[src/rtl/simt_reconv_pkg.sv]
// Package: shared step actions and constants for the divergence controller.
// Assumes instructions are a fixed 4 bytes apart.
package simt_reconv_pkg;

    // Decision taken for one fetch step.
    typedef enum logic [2:0] {
        ACT_SEQ     = 3'd0,  // sequential advance
        ACT_UNIFORM = 3'd1,  // branch with all active threads agreeing
        ACT_SPLIT   = 3'd2,  // divergent branch, taken side first
        ACT_TO_ALT  = 3'd3,  // join reached on first side, switch sides
        ACT_JOIN    = 3'd4   // join reached on second side, restore warp
    } step_act_e;

    localparam int PC_STEP = 4;

endpackage

[src/rtl/simt_path_stack.sv]
// Module: simt_path_stack
// Holds one entry per open divergent branch: the saved side's start
// address, the join address, the saved side's mask, the pre-split mask
// and a phase bit. Assumes the caller never pushes when full, never pops
// when empty, and never pushes and pops in the same cycle.
module simt_path_stack #(
    parameter int DEPTH = 8,
    parameter int LANES = 32,
    parameter int PC_W  = 32
) (
    input  logic             clk,
    input  logic             rst_n,
    input  logic             push_i,
    input  logic             pop_i,
    input  logic             phase_set_i,
    input  logic [PC_W-1:0]  push_alt_pc_i,
    input  logic [PC_W-1:0]  push_rpc_i,
    input  logic [LANES-1:0] push_alt_mask_i,
    input  logic [LANES-1:0] push_pre_mask_i,
    output logic             empty_o,
    output logic             full_o,
    output logic [PC_W-1:0]  top_alt_pc_o,
    output logic [PC_W-1:0]  top_rpc_o,
    output logic [LANES-1:0] top_alt_mask_o,
    output logic [LANES-1:0] top_pre_mask_o,
    output logic             top_phase_o
);

    localparam int SP_W  = $clog2(DEPTH + 1);
    localparam int IDX_W = (DEPTH > 1) ? $clog2(DEPTH) : 1;

    logic [SP_W-1:0]  sp;
    logic [IDX_W-1:0] top_idx;
    logic [PC_W-1:0]  alt_pc_q   [DEPTH];
    logic [PC_W-1:0]  rpc_q      [DEPTH];
    logic [LANES-1:0] alt_mask_q [DEPTH];
    logic [LANES-1:0] pre_mask_q [DEPTH];
    logic [DEPTH-1:0] phase_q;

    assign empty_o = (sp == '0);
    assign full_o  = (sp == SP_W'(DEPTH));
    assign top_idx = IDX_W'(sp - SP_W'(1));

    // Present the top entry to the step controller.
    always_comb begin
        top_alt_pc_o   = alt_pc_q[top_idx];
        top_rpc_o      = rpc_q[top_idx];
        top_alt_mask_o = alt_mask_q[top_idx];
        top_pre_mask_o = pre_mask_q[top_idx];
        top_phase_o    = phase_q[top_idx];
    end

    // Move the stack pointer on push and pop.
    always_ff @(posedge clk) begin
        if (!rst_n) begin
            sp <= '0;
        end else if (push_i && !full_o) begin
            sp <= sp + SP_W'(1);
        end else if (pop_i && !empty_o) begin
            sp <= sp - SP_W'(1);
        end
    end

    // One storage slot per stack level.
    for (genvar g = 0; g < DEPTH; g++) begin : g_slot
        // Capture a new entry into this slot when it is the next free one.
        always_ff @(posedge clk) begin
            if (push_i && !full_o && (sp == SP_W'(g))) begin
                alt_pc_q[g]   <= push_alt_pc_i;
                rpc_q[g]      <= push_rpc_i;
                alt_mask_q[g] <= push_alt_mask_i;
                pre_mask_q[g] <= push_pre_mask_i;
            end
        end

        // Track which side of the split this slot is on.
        always_ff @(posedge clk) begin
            if (!rst_n) begin
                phase_q[g] <= 1'b0;
            end else if (push_i && !full_o && (sp == SP_W'(g))) begin
                phase_q[g] <= 1'b0;
            end else if (phase_set_i && !empty_o && (top_idx == IDX_W'(g))) begin
                phase_q[g] <= 1'b1;
            end
        end
    end


    no_overflow_chk: assert property (@(posedge clk) disable iff (!rst_n)
        push_i |-> !full_o);


    no_underflow_chk: assert property (@(posedge clk) disable iff (!rst_n)
        pop_i |-> !empty_o);


    depth_grow_chk: assert property (@(posedge clk) disable iff (!rst_n)
        push_i |=> (sp == $past(sp) + SP_W'(1)));


    phase_once_chk: assert property (@(posedge clk) disable iff (!rst_n)
        phase_set_i |-> (!empty_o && !top_phase_o));

endmodule

[src/rtl/simt_step_ctrl.sv]
// Module: simt_step_ctrl
// Combinational decision for one fetch step: detects divergence among the
// active threads, forms the candidate next address and compares it with
// the join address of the top stack entry. Assumes cur_mask is never zero.
module simt_step_ctrl
    import simt_reconv_pkg::*;
#(
    parameter int LANES = 32,
    parameter int PC_W  = 32
) (
    input  logic [PC_W-1:0]  cur_pc_i,
    input  logic [LANES-1:0] cur_mask_i,
    input  logic             br_valid_i,
    input  logic [LANES-1:0] br_taken_i,
    input  logic [PC_W-1:0]  br_target_i,
    input  logic [PC_W-1:0]  br_fallthru_i,
    input  logic             stk_empty_i,
    input  logic             stk_full_i,
    input  logic [PC_W-1:0]  top_alt_pc_i,
    input  logic [PC_W-1:0]  top_rpc_i,
    input  logic [LANES-1:0] top_alt_mask_i,
    input  logic [LANES-1:0] top_pre_mask_i,
    input  logic             top_phase_i,
    output step_act_e        act_o,
    output logic [PC_W-1:0]  nxt_pc_o,
    output logic [LANES-1:0] nxt_mask_o,
    output logic             push_o,
    output logic             pop_o,
    output logic             phase_set_o,
    output logic [LANES-1:0] split_rest_o,
    output logic             ovf_evt_o,
    output logic             clash_evt_o
);

    logic [LANES-1:0] taken_act;
    logic [LANES-1:0] rest_act;
    logic             split;
    logic [PC_W-1:0]  seq_pc;
    logic             join_hit;

    // Separate the active threads by branch outcome.
    always_comb begin
        taken_act = br_taken_i & cur_mask_i;
        rest_act  = cur_mask_i & ~br_taken_i;
        split     = br_valid_i && (|taken_act) && (|rest_act);
    end

    // Candidate next address when the warp stays together.
    always_comb begin
        if (!br_valid_i) begin
            seq_pc = cur_pc_i + PC_W'(PC_STEP);
        end else if (|taken_act) begin
            seq_pc = br_target_i;
        end else begin
            seq_pc = br_fallthru_i;
        end
        join_hit = !stk_empty_i && (seq_pc == top_rpc_i);
    end

    // Pick the step action and its next address and mask.
    always_comb begin
        act_o        = ACT_SEQ;
        nxt_pc_o     = seq_pc;
        nxt_mask_o   = cur_mask_i;
        push_o       = 1'b0;
        pop_o        = 1'b0;
        phase_set_o  = 1'b0;
        ovf_evt_o    = 1'b0;
        clash_evt_o  = 1'b0;
        split_rest_o = rest_act;
        if (split) begin
            act_o       = ACT_SPLIT;
            nxt_pc_o    = br_target_i;
            nxt_mask_o  = taken_act;
            push_o      = !stk_full_i;
            ovf_evt_o   = stk_full_i;
            clash_evt_o = !stk_empty_i && (br_target_i == top_rpc_i);
        end else if (join_hit && !top_phase_i) begin
            act_o       = ACT_TO_ALT;
            nxt_pc_o    = top_alt_pc_i;
            nxt_mask_o  = top_alt_mask_i;
            phase_set_o = 1'b1;
        end else if (join_hit) begin
            act_o      = ACT_JOIN;
            nxt_pc_o   = top_rpc_i;
            nxt_mask_o = top_pre_mask_i;
            pop_o      = 1'b1;
        end else if (br_valid_i) begin
            act_o = ACT_UNIFORM;
        end
    end

endmodule

[src/rtl/simt_reconv_unit.sv]
// Module: simt_reconv_unit (top)
// Per-warp fetch address and active mask sequencer with a reconvergence
// stack. Assumes the branch inputs describe the instruction at fetch_pc
// in the same cycle, and that nested branches use distinct join addresses.
module simt_reconv_unit
    import simt_reconv_pkg::*;
#(
    parameter int LANES = 32,
    parameter int PC_W  = 32,
    parameter int DEPTH = 8
) (
    input  logic             clk,
    input  logic             rst_n,
    input  logic [PC_W-1:0]  start_pc,
    input  logic             br_valid,
    input  logic [LANES-1:0] br_taken,
    input  logic [PC_W-1:0]  br_target,
    input  logic [PC_W-1:0]  br_fallthru,
    input  logic [PC_W-1:0]  br_reconv,
    output logic [PC_W-1:0]  fetch_pc,
    output logic [LANES-1:0] active_mask,
    output logic             ovf_err,
    output logic             clash_err
);

    step_act_e        act;
    logic [PC_W-1:0]  nxt_pc;
    logic [LANES-1:0] nxt_mask;
    logic             push, pop, phase_set, ovf_evt, clash_evt;
    logic [LANES-1:0] split_rest;
    logic             stk_empty, stk_full, top_phase;
    logic [PC_W-1:0]  top_alt_pc, top_rpc;
    logic [LANES-1:0] top_alt_mask, top_pre_mask;

    simt_step_ctrl #(.LANES(LANES), .PC_W(PC_W)) u_ctrl (
        .cur_pc_i       (fetch_pc),
        .cur_mask_i     (active_mask),
        .br_valid_i     (br_valid),
        .br_taken_i     (br_taken),
        .br_target_i    (br_target),
        .br_fallthru_i  (br_fallthru),
        .stk_empty_i    (stk_empty),
        .stk_full_i     (stk_full),
        .top_alt_pc_i   (top_alt_pc),
        .top_rpc_i      (top_rpc),
        .top_alt_mask_i (top_alt_mask),
        .top_pre_mask_i (top_pre_mask),
        .top_phase_i    (top_phase),
        .act_o          (act),
        .nxt_pc_o       (nxt_pc),
        .nxt_mask_o     (nxt_mask),
        .push_o         (push),
        .pop_o          (pop),
        .phase_set_o    (phase_set),
        .split_rest_o   (split_rest),
        .ovf_evt_o      (ovf_evt),
        .clash_evt_o    (clash_evt)
    );

    simt_path_stack #(.DEPTH(DEPTH), .LANES(LANES), .PC_W(PC_W)) u_stack (
        .clk             (clk),
        .rst_n           (rst_n),
        .push_i          (push),
        .pop_i           (pop),
        .phase_set_i     (phase_set),
        .push_alt_pc_i   (br_fallthru),
        .push_rpc_i      (br_reconv),
        .push_alt_mask_i (split_rest),
        .push_pre_mask_i (active_mask),
        .empty_o         (stk_empty),
        .full_o          (stk_full),
        .top_alt_pc_o    (top_alt_pc),
        .top_rpc_o       (top_rpc),
        .top_alt_mask_o  (top_alt_mask),
        .top_pre_mask_o  (top_pre_mask),
        .top_phase_o     (top_phase)
    );

    // Register the fetch address and active mask for the next step.
    always_ff @(posedge clk) begin
        if (!rst_n) begin
            fetch_pc    <= start_pc;
            active_mask <= '1;
        end else begin
            fetch_pc    <= nxt_pc;
            active_mask <= nxt_mask;
        end
    end

    // Keep the error flags set once raised.
    always_ff @(posedge clk) begin
        if (!rst_n) begin
            ovf_err   <= 1'b0;
            clash_err <= 1'b0;
        end else begin
            ovf_err   <= ovf_err | ovf_evt;
            clash_err <= clash_err | clash_evt;
        end
    end


    seq_step_chk: assert property (@(posedge clk) disable iff (!rst_n)
        (act == ACT_SEQ) |=> (fetch_pc == $past(fetch_pc) + PC_W'(PC_STEP))
                             && (active_mask == $past(active_mask)));


    split_subset_chk: assert property (@(posedge clk) disable iff (!rst_n)
        (act == ACT_SPLIT) |=> ((active_mask & ~$past(active_mask)) == '0)
                               && (active_mask != $past(active_mask)));


    join_pc_chk: assert property (@(posedge clk) disable iff (!rst_n)
        (act == ACT_JOIN) |=> (fetch_pc == $past(top_rpc)));


    mask_live_chk: assert property (@(posedge clk) disable iff (!rst_n)
        active_mask != '0);


    ovf_sticky_chk: assert property (@(posedge clk) disable iff (!rst_n)
        ovf_err |=> ovf_err);


    clash_sticky_chk: assert property (@(posedge clk) disable iff (!rst_n)
        clash_err |=> clash_err);

endmodule

[config.mk]
export PLATFORM = sky130hd
export DESIGN_NAME = simt_reconv_unit
export DESIGN_NICKNAME = d
export VERILOG_FILES = /design/src/rtl/simt_reconv_pkg.sv /design/src/rtl/simt_path_stack.sv /design/src/rtl/simt_step_ctrl.sv /design/src/rtl/simt_reconv_unit.sv
export SDC_FILE = /design/constraint.sdc
export NUM_CORES = 1
export LEC_CHECK = 0
export BUFFER_PORTS_ARGS = -buffer_cell sky130_fd_sc_hd__buf_2
export CAP_MARGIN = 30
export CELL_PAD_IN_SITES_DETAIL_PLACEMENT = 2
export CELL_PAD_IN_SITES_GLOBAL_PLACEMENT = 2
export CORE_AREA = 2 2 313 315
export DETAILED_ROUTE_END_ITERATION = 10
export DIE_AREA = 0 0 315 317
export HOLD_SLACK_MARGIN = 0.05
export PLACE_DENSITY = 0.85
export SETUP_SLACK_MARGIN = 0.15
export SYNTH_ARGS = -nofsm -noshare
export SYNTH_HDL_FRONTEND = slang
export SYNTH_SLANG_ARGS = --single-unit
[constraint.sdc]
create_clock -name clk -period 19.7 [get_ports clk]
set_clock_uncertainty 0.05 [all_clocks]
set_input_delay 1.97 -clock clk [delete_from_list [all_inputs] [get_ports clk]]
set_output_delay 1.97 -clock clk [all_outputs]
set_load 0.005 [all_outputs]
==> out/results.tsv, run 1 <==
stage	metric	value	unit
status	outcome	finished clean	
power	Gate power share	10.5	%
floorplanning	Die Wd	315	um
worst_setup_path	critical path type	flip-flop to flip-flop	
finish	share of post-route cells with drive strength above 1	27.61	%
power	Reg power frac	49.4	%
clocking	Max clock buf depth	3	
finish	Final #Nets	2844	
sta	Peak Freq	148.5	MHz
floorplanning	# rows	114	
min_path	WHS Path Cells	2	
sta	fin. max-slew vios	0	
worst_setup_path	Max stage delay on crit path	0.83	ns
worst_setup_path	worst reg2reg startpoint	u_stack.sp[0]	
clocking	number of buffers created by CTS	116	
min_path	worst hold path endpoint	u_stack.phase_q[2]	
routing	# DRC	0	
sta	fin crit period	6.734	ns
floorplanning	full die area	99860	sq um
synthesis	top post-synthesis cells by area	edfxtp_1, mux4_2, dfxtp_1	
synthesis	ys async rst share	0	%
clocking	CTS HTree Levels	3	
routing	vias per cell	6.466	
power	VDD IR max	0.1040	mV
synthesis	Most used DFF post-synth	edfxtp_1	
min_path	Worst Hold Class	flip-flop to flip-flop	
synthesis	Mapped Cells	2417	
synthesis	Yosys top cell by area	edfxtp_1	
worst_setup_path	most numerous cell on the critical path	buf_4	
worst_setup_path	reg2reg end	u_stack.phase_q[6]	
synthesis	sequential area share after synthesis	71.65	%
clocking	Worst-path clk slew	0.06	ns
synthesis	Synth Cell Area	45100	sq um
synthesis	Syn Area/Cell	18.66	sq um
synthesis	synth unique cells	52	
worst_setup_path	WP buf/inv	3	
synthesis	top-count cell post-synth	edfxtp_1	
synthesis	post-synthesis register bit count	1102	
worst_setup_path	r2r worst-path depth	13	
placed_design	GP Congestion	0.8809	
floorplanning	starting density of the core	46.84	%
power	Sw Ratio	24.94	%
finish	Cell Count, Final, Fillers Out	4054	
power	P_int	0.004058	W
clocking	CTS Root Buffer Type	clkbuf_16	
power	static leakage	17.16	nW
worst_setup_path	worst path arrival time	7.26	ns
synthesis	Post-synth top cells	edfxtp_1, mux4_2, mux2i_1, nand2_1, clkbuf_1	
placed_design	Buffers on Ports	228	
global_routing	first-pass GRT wire length	216.2	mm
placed_design	dpl cells	3827	
synthesis	EDFF count, synth	1024	
placed_design	DP Area	47860	sq um
power	pwr dens	104.6	nW/um^2
clocking	Clock Sinks	1102	
min_path	min-delay src	u_stack.phase_q[2]	
clocking	post-cts sizing count	0	
worst_setup_path	critical path's slowest cell	ha_4	
power	Clock power frac	40.0	%
worst_setup_path	Largest delay share family, worst path	simple AND/OR/NAND/NOR gates	
worst_setup_path	Critical Path RT	20.22	ns
worst_setup_path	Max FO, Critical Path	52	
global_routing	initial antenna violation count	15	
sta	fin crit share	34.18	%
routing	DR vias	26215	
sta	Final Hold Fails	0	
worst_setup_path	crit-path cells	inv_1 > ha_4 > buf_4 > mux4_2 > mux2i_1 > nor3_1 > nand2b_1 > or4_1 > nor4_4 > and4_2 > buf_4 > nand3_1 > o32ai_1	
clocking	CTS tree	yes	
global_routing	largest net degree at the start of global routing	166	
power	Psw	0.001348	W
floorplanning	chip height	317	um
routing	Total Wirelength	151.5	mm
global_routing	Global Route Usage Sum	30.59	%
global_routing	number of global-route vias before repair	28509	
routing	initial drt markers	3153	
placed_design	DP HPWL	95.64	mm
clocking	Post-CTS Setup Inserts	0	
routing	antenna-violating nets left	0	
routing	First-pass DRT Iterations	5	
routing	wire per inst	37.37	um
clocking	Worst-Skew Late Latency	0.71	ns
floorplanning	io pins	229	
worst_setup_path	CP endpoint kind	flip-flop	
synthesis	YS warnings	0	
sta	RSZ-0062 raised after global routing	false	
worst_setup_path	CP startpoint kind	flip-flop	
clocking	Post-CTS Hold Buffers	0	
synthesis	Synthesized Nets	2587	
global_routing	GR Overflow Total	0	
flow_run	Max Cap Viol	0	
sta	Sum Neg Setup Slack	0	ns
sta	Max-slew headroom	16.80	%
sta	Worst Max-Slew Pin Slew	1.248	ns
finish	Syn-to-layout area delta	14.57	%
sta	setup violators final	0	
worst_setup_path	WP depth	13	
floorplanning	area of the core	96280	sq um
finish	final instance area	51670	sq um
synthesis	Yosys top cell area share	68.19	%
finish	Fillers	8332	
worst_setup_path	register-to-register setup slack	12.97	ns
worst min-delay path: cells and delay by family (launching register included):
family	cells	cell delay, ns
compound gates	1	0.05
flops	1	0.33
simple gates	1	0.06
layout by cell type (no fill, tap or decap), types with 17 or more instances in the layout:
master,instances
a21oi_1,71
a22oi_1,17
a31oi_1,47
and3_1,33
buf_2,229
buf_4,35
clkbuf_1,36
clkbuf_16,118
clkinv_1,17
clkinv_2,19
dfxtp_1,77
edfxtp_1,1024
inv_1,51
mux2i_1,127
mux4_2,290
nand2_1,117
nand4_1,30
nor2_1,69
nor3_1,19
nor4_1,20
o21ai_0,35
o21ai_1,36
or3_1,39
xnor2_1,59
xor2_1,23
area by class of cell:
type | instances | area (sq um) | share of cell area [%]
multi-input combinational | 1124 | 12100 | 23.41
tap | 1276 | 1597 | 3.090
timing repair buffer | 278 | 1772 | 3.429
inverter | 52 | 195.2 | 0.3778
sequential | 1102 | 32310 | 62.54
clock buffer | 164 | 3226 | 6.243
clock inverter | 54 | 459.2 | 0.8887
antenna | 4 | 10.01 | 0.01937
flip-flops by register name (all words and copies together) (netlist names):
signal and flops:
u_stack.phase_q 8, ovf_err 1, active_mask 32, u_stack.sp 4, u_stack.rpc_q 256, clash_err 1
u_stack.alt_mask_q 256, u_stack.pre_mask_q 256, u_stack.alt_pc_q 256, fetch_pc 32
power groups by stage:
stage | clock [W] | sequential (W) | combinational (W)
after floorplan | 0 | 0.00270 | 0.000334
after global placement | 0 | 0.00271 | 0.000517
after detailed placement | 0 | 0.00272 | 0.000557
after CTS | 0.00220 | 0.00267 | 0.000565
after global routing | 0.00227 | 0.00267 | 0.000596
final | 0.00217 | 0.00267 | 0.000570
through the flow:
step                utilization (%)  worst slack, ns  power, W  hold slack, ns
floorplan                         -            2.031  0.003039          0.3752
global placement              49.50            12.43  0.003223          0.3865
detailed placement            49.71            12.34  0.003277          0.4266
CTS                           53.53            12.97  0.005433          0.4351
global route                  53.66            12.64  0.005540          0.4642
finish                        53.66            12.97  0.005406          0.4299
logic make-up after synthesis:
kind of cell | share of synthesized area [%]
AOI/OAI and AO/OA | 2.758
xor gates and xnor gates | 1.631
adders and majority gates | 0.1942
buffers and inverters | 1.817
DFF | 71.65
muxes | 17.30
and+or+nand+nor | 4.650
per-layer routing:
metal	vias up	part of all wire, %	GRT usage [%]
met4	6	4.2	11.43
met1	14072	37	38.54
li1	10362	-	-
met5	-	0.025	0
met2	1420	52	53.91
met3	355	6.5	4.441
worst max path at each step:
stage                  start                         to  slack, ns
6_report       u_stack.sp[0]         u_stack.phase_q[6]      12.97
5_1_grt        u_stack.sp[0]         u_stack.phase_q[5]      12.64
3_5_place_dp    br_taken[26]  u_stack.alt_mask_q[7][17]      12.34
2_1_floorplan       br_valid         u_stack.phase_q[1]       2.03
4_1_cts        u_stack.sp[0]         u_stack.phase_q[6]      12.97
3_3_place_gp    br_taken[26]  u_stack.alt_mask_q[7][22]      12.43
Note: power is estimated with default switching activity, not from simulation.
==> run 2: changes to the inputs <==
==> constraint.sdc (replaced) <==
create_clock -name clk -period 6.9 [get_ports clk]
set_clock_uncertainty 0.05 [all_clocks]
set_input_delay 0.69 -clock clk [delete_from_list [all_inputs] [get_ports clk]]
set_output_delay 0.69 -clock clk [all_outputs]
set_load 0.005 [all_outputs]
==> run 2 against run 1 <==
Net effect: maximum frequency is 19% higher; sequential power grew to 2.9 times the previous value; global-route usage is 0.38 points higher.
==> out/results.tsv, run 2 (synthesis gave the netlist of run 1 again) <==
stage	metric	value	unit	change
power	pwr dens	300.9	nW/um^2	was 104.6 nW/um^2
worst_setup_path	critical path type	flip-flop to flip-flop		unchanged
worst_setup_path	Critical Path RT	7.42	ns	was 20.22 ns
power	Clock power frac	40.6	%	was 40.0%
routing	antenna-violating nets left	0		unchanged
clocking	CTS tree	yes		unchanged
routing	# DRC	0		unchanged
status	outcome	finished clean		unchanged
worst_setup_path	CP endpoint kind	flip-flop		unchanged
power	static leakage	17.31	nW	was 17.16 nW
worst_setup_path	worst reg2reg startpoint	u_stack.sp[0]		unchanged
routing	First-pass DRT Iterations	5		unchanged
sta	final worst setup slack	1.223	ns	was 12.97 ns
power	P_int	0.01174	W	was 0.004058 W
finish	Final #Nets	2859		was 2844
global_routing	GR Overflow Total	0		unchanged
sta	RSZ-0062 raised after global routing	false		unchanged
global_routing	Global Route Usage Sum	30.97	%	was 30.59%
clocking	Worst-path clk slew	0.06	ns	about the same
clocking	Clock Sinks	1102		unchanged
clocking	Post-CTS Hold Buffers	0		unchanged
clocking	number of buffers created by CTS	116		unchanged
placed_design	Buffers on Ports	228		unchanged
sta	Worst Max-Slew Pin Slew	1.025	ns	was 1.248 ns
global_routing	first-pass GRT wire length	219.0	mm	was 216.2 mm
floorplanning	area of the core	96280	sq um	unchanged
power	Gate power share	10.7	%	was 10.5%
sta	fin crit share	82.28	%	was 34.18%
power	Psw	0.003902	W	was 0.001348 W
global_routing	largest net degree at the start of global routing	119		was 166
placed_design	DP Area	48080	sq um	was 47860 sq um
sta	Final Hold Fails	0		unchanged
floorplanning	io pins	229		unchanged
clocking	CTS Root Buffer Type	clkbuf_16		unchanged
placed_design	pre-CTS WS	1.310	ns	was 12.34 ns
placed_design	DP HPWL	93.19	mm	was 95.64 mm
floorplanning	# rows	114		unchanged
sta	Sum Neg Setup Slack	0	ns	unchanged
worst_setup_path	Worst Setup SP	u_stack.sp[0]		unchanged
worst_setup_path	r2r worst-path depth	12		was 13
worst_setup_path	Max FO, Critical Path	118		was 52
sta	fin. max-slew vios	0		unchanged
worst_setup_path	Setup crit end	active_mask[28]		was u_stack.phase_q[6]
sta	setup violators final	0		unchanged
floorplanning	chip height	317	um	unchanged
sta	Max-slew headroom	29.72	%	was 16.80%
min_path	Worst Hold Class	primary input to flip-flop		was flip-flop to flip-flop
sta	Peak Freq	176.1	MHz	was 148.5 MHz
floorplanning	full die area	99860	sq um	unchanged
min_path	WHS Path Cells	1		was 2
finish	final instance area	51990	sq um	was 51670 sq um
sta	fin crit period	5.677	ns	was 6.734 ns
clocking	Worst-Skew Late Latency	0.71	ns	about the same
clocking	CTS HTree Levels	3		unchanged
floorplanning	starting density of the core	46.84	%	unchanged
routing	vias per cell	6.487		was 6.466
finish	commonest non-fill, non-tap cell in the layout	edfxtp_1		unchanged
routing	DR vias	26409		was 26215
power	Reg power frac	48.7	%	was 49.4%
routing	initial drt markers	3060		was 3153
worst_setup_path	register-to-register setup slack	1.22	ns	was 12.97 ns
finish	share of post-route cells with drive strength above 1	28.34	%	was 27.61%
power	Sw Ratio	24.94	%	about the same
floorplanning	Die Wd	315	um	unchanged
flow_run	Max Cap Viol	0		unchanged
placed_design	GP Congestion	0.8838		was 0.8809
clocking	Post-CTS Setup Inserts	0		unchanged
power	VDD IR max	0.2462	mV	was 0.1040 mV
clocking	Max clock buf depth	3		unchanged
worst_setup_path	reg2reg end	active_mask[28]		was u_stack.phase_q[6]
finish	Syn-to-layout area delta	15.29	%	was 14.57%
worst_setup_path	worst path arrival time	6.20	ns	was 7.26 ns
global_routing	number of global-route vias before repair	28800		was 28509
routing	wire per inst	37.73	um	was 37.37 um
routing	Total Wirelength	153.6	mm	was 151.5 mm
clocking	post-cts sizing count	0		unchanged
worst_setup_path	CP startpoint kind	flip-flop		unchanged
finish	most frequent cells in the layout	edfxtp_1, mux4_2, buf_2		unchanged
global_routing	initial antenna violation count	17		was 15
[run 2: metrics by stage]
stage          util (%)  hold WS, ns  instances  total power, W
2_1_floorplan         -       0.3752       2417        0.008653
3_3_place_gp      49.83       0.3835       3838        0.009218
3_5_place_dp      49.94       0.4087       3843        0.009364
4_1_cts           53.90       0.1654       4060         0.01571
5_1_grt           53.99       0.1909       4067         0.01600
6_report          54.00       0.2135       4071         0.01564
[run 2: power groups by stage]
stage / Sequential [W] / Combinational (W) / Clock [W]
after floorplan: 0.00770 / 0.000956 / 0
after detailed placement: 0.00775 / 0.00161 / 0
final: 0.00762 / 0.00168 / 0.00635
after CTS: 0.00761 / 0.00166 / 0.00643
after global routing: 0.00762 / 0.00174 / 0.00663
after global placement: 0.00771 / 0.00151 / 0
[run 2: routing by layer]
layer	track usage (%)	part of all wire (%)
met1	37.75	36
met2	54.07	51
met3	5.204	7.0
met4	14.50	5.5
met5	0	0.041
[run 2: final cells by class]
cell class	count	area, sq um
fillers	8210	44290
well taps	1276	1597
repair buffers	293	1931
inverters	52	195.2
multi-input cells	1124	12120
clock buffers	183	3510
clock inverters	34	305.3
diodes	7	17.52
flip-flops and latches	1102	32310
[run 2: worst min path at each step]
stage | startpoint | endpoint
after floorplan | u_stack.phase_q[1] | u_stack.phase_q[1]
after global placement | u_stack.phase_q[3] | u_stack.phase_q[3]
after detailed placement | u_stack.phase_q[1] | u_stack.phase_q[1]
after CTS | br_reconv[19] | u_stack.rpc_q[1][19]
after global routing | br_reconv[23] | u_stack.rpc_q[7][23]
final | br_reconv[19] | u_stack.rpc_q[5][19]
[run 2: critical path, cell delays in order, from the launching register on]
cell	delay [ns]
dfxtp_4	0.36
buf_12	0.67
buf_12	0.70
mux4_2	0.62
mux2i_1	0.66
xnor2_1	0.27
nor3_1	0.37
and2_1	0.31
nand3_4	0.27
buf_4	0.39
buf_4	0.28
mux2i_1	0.26
o21ai_1	0.10
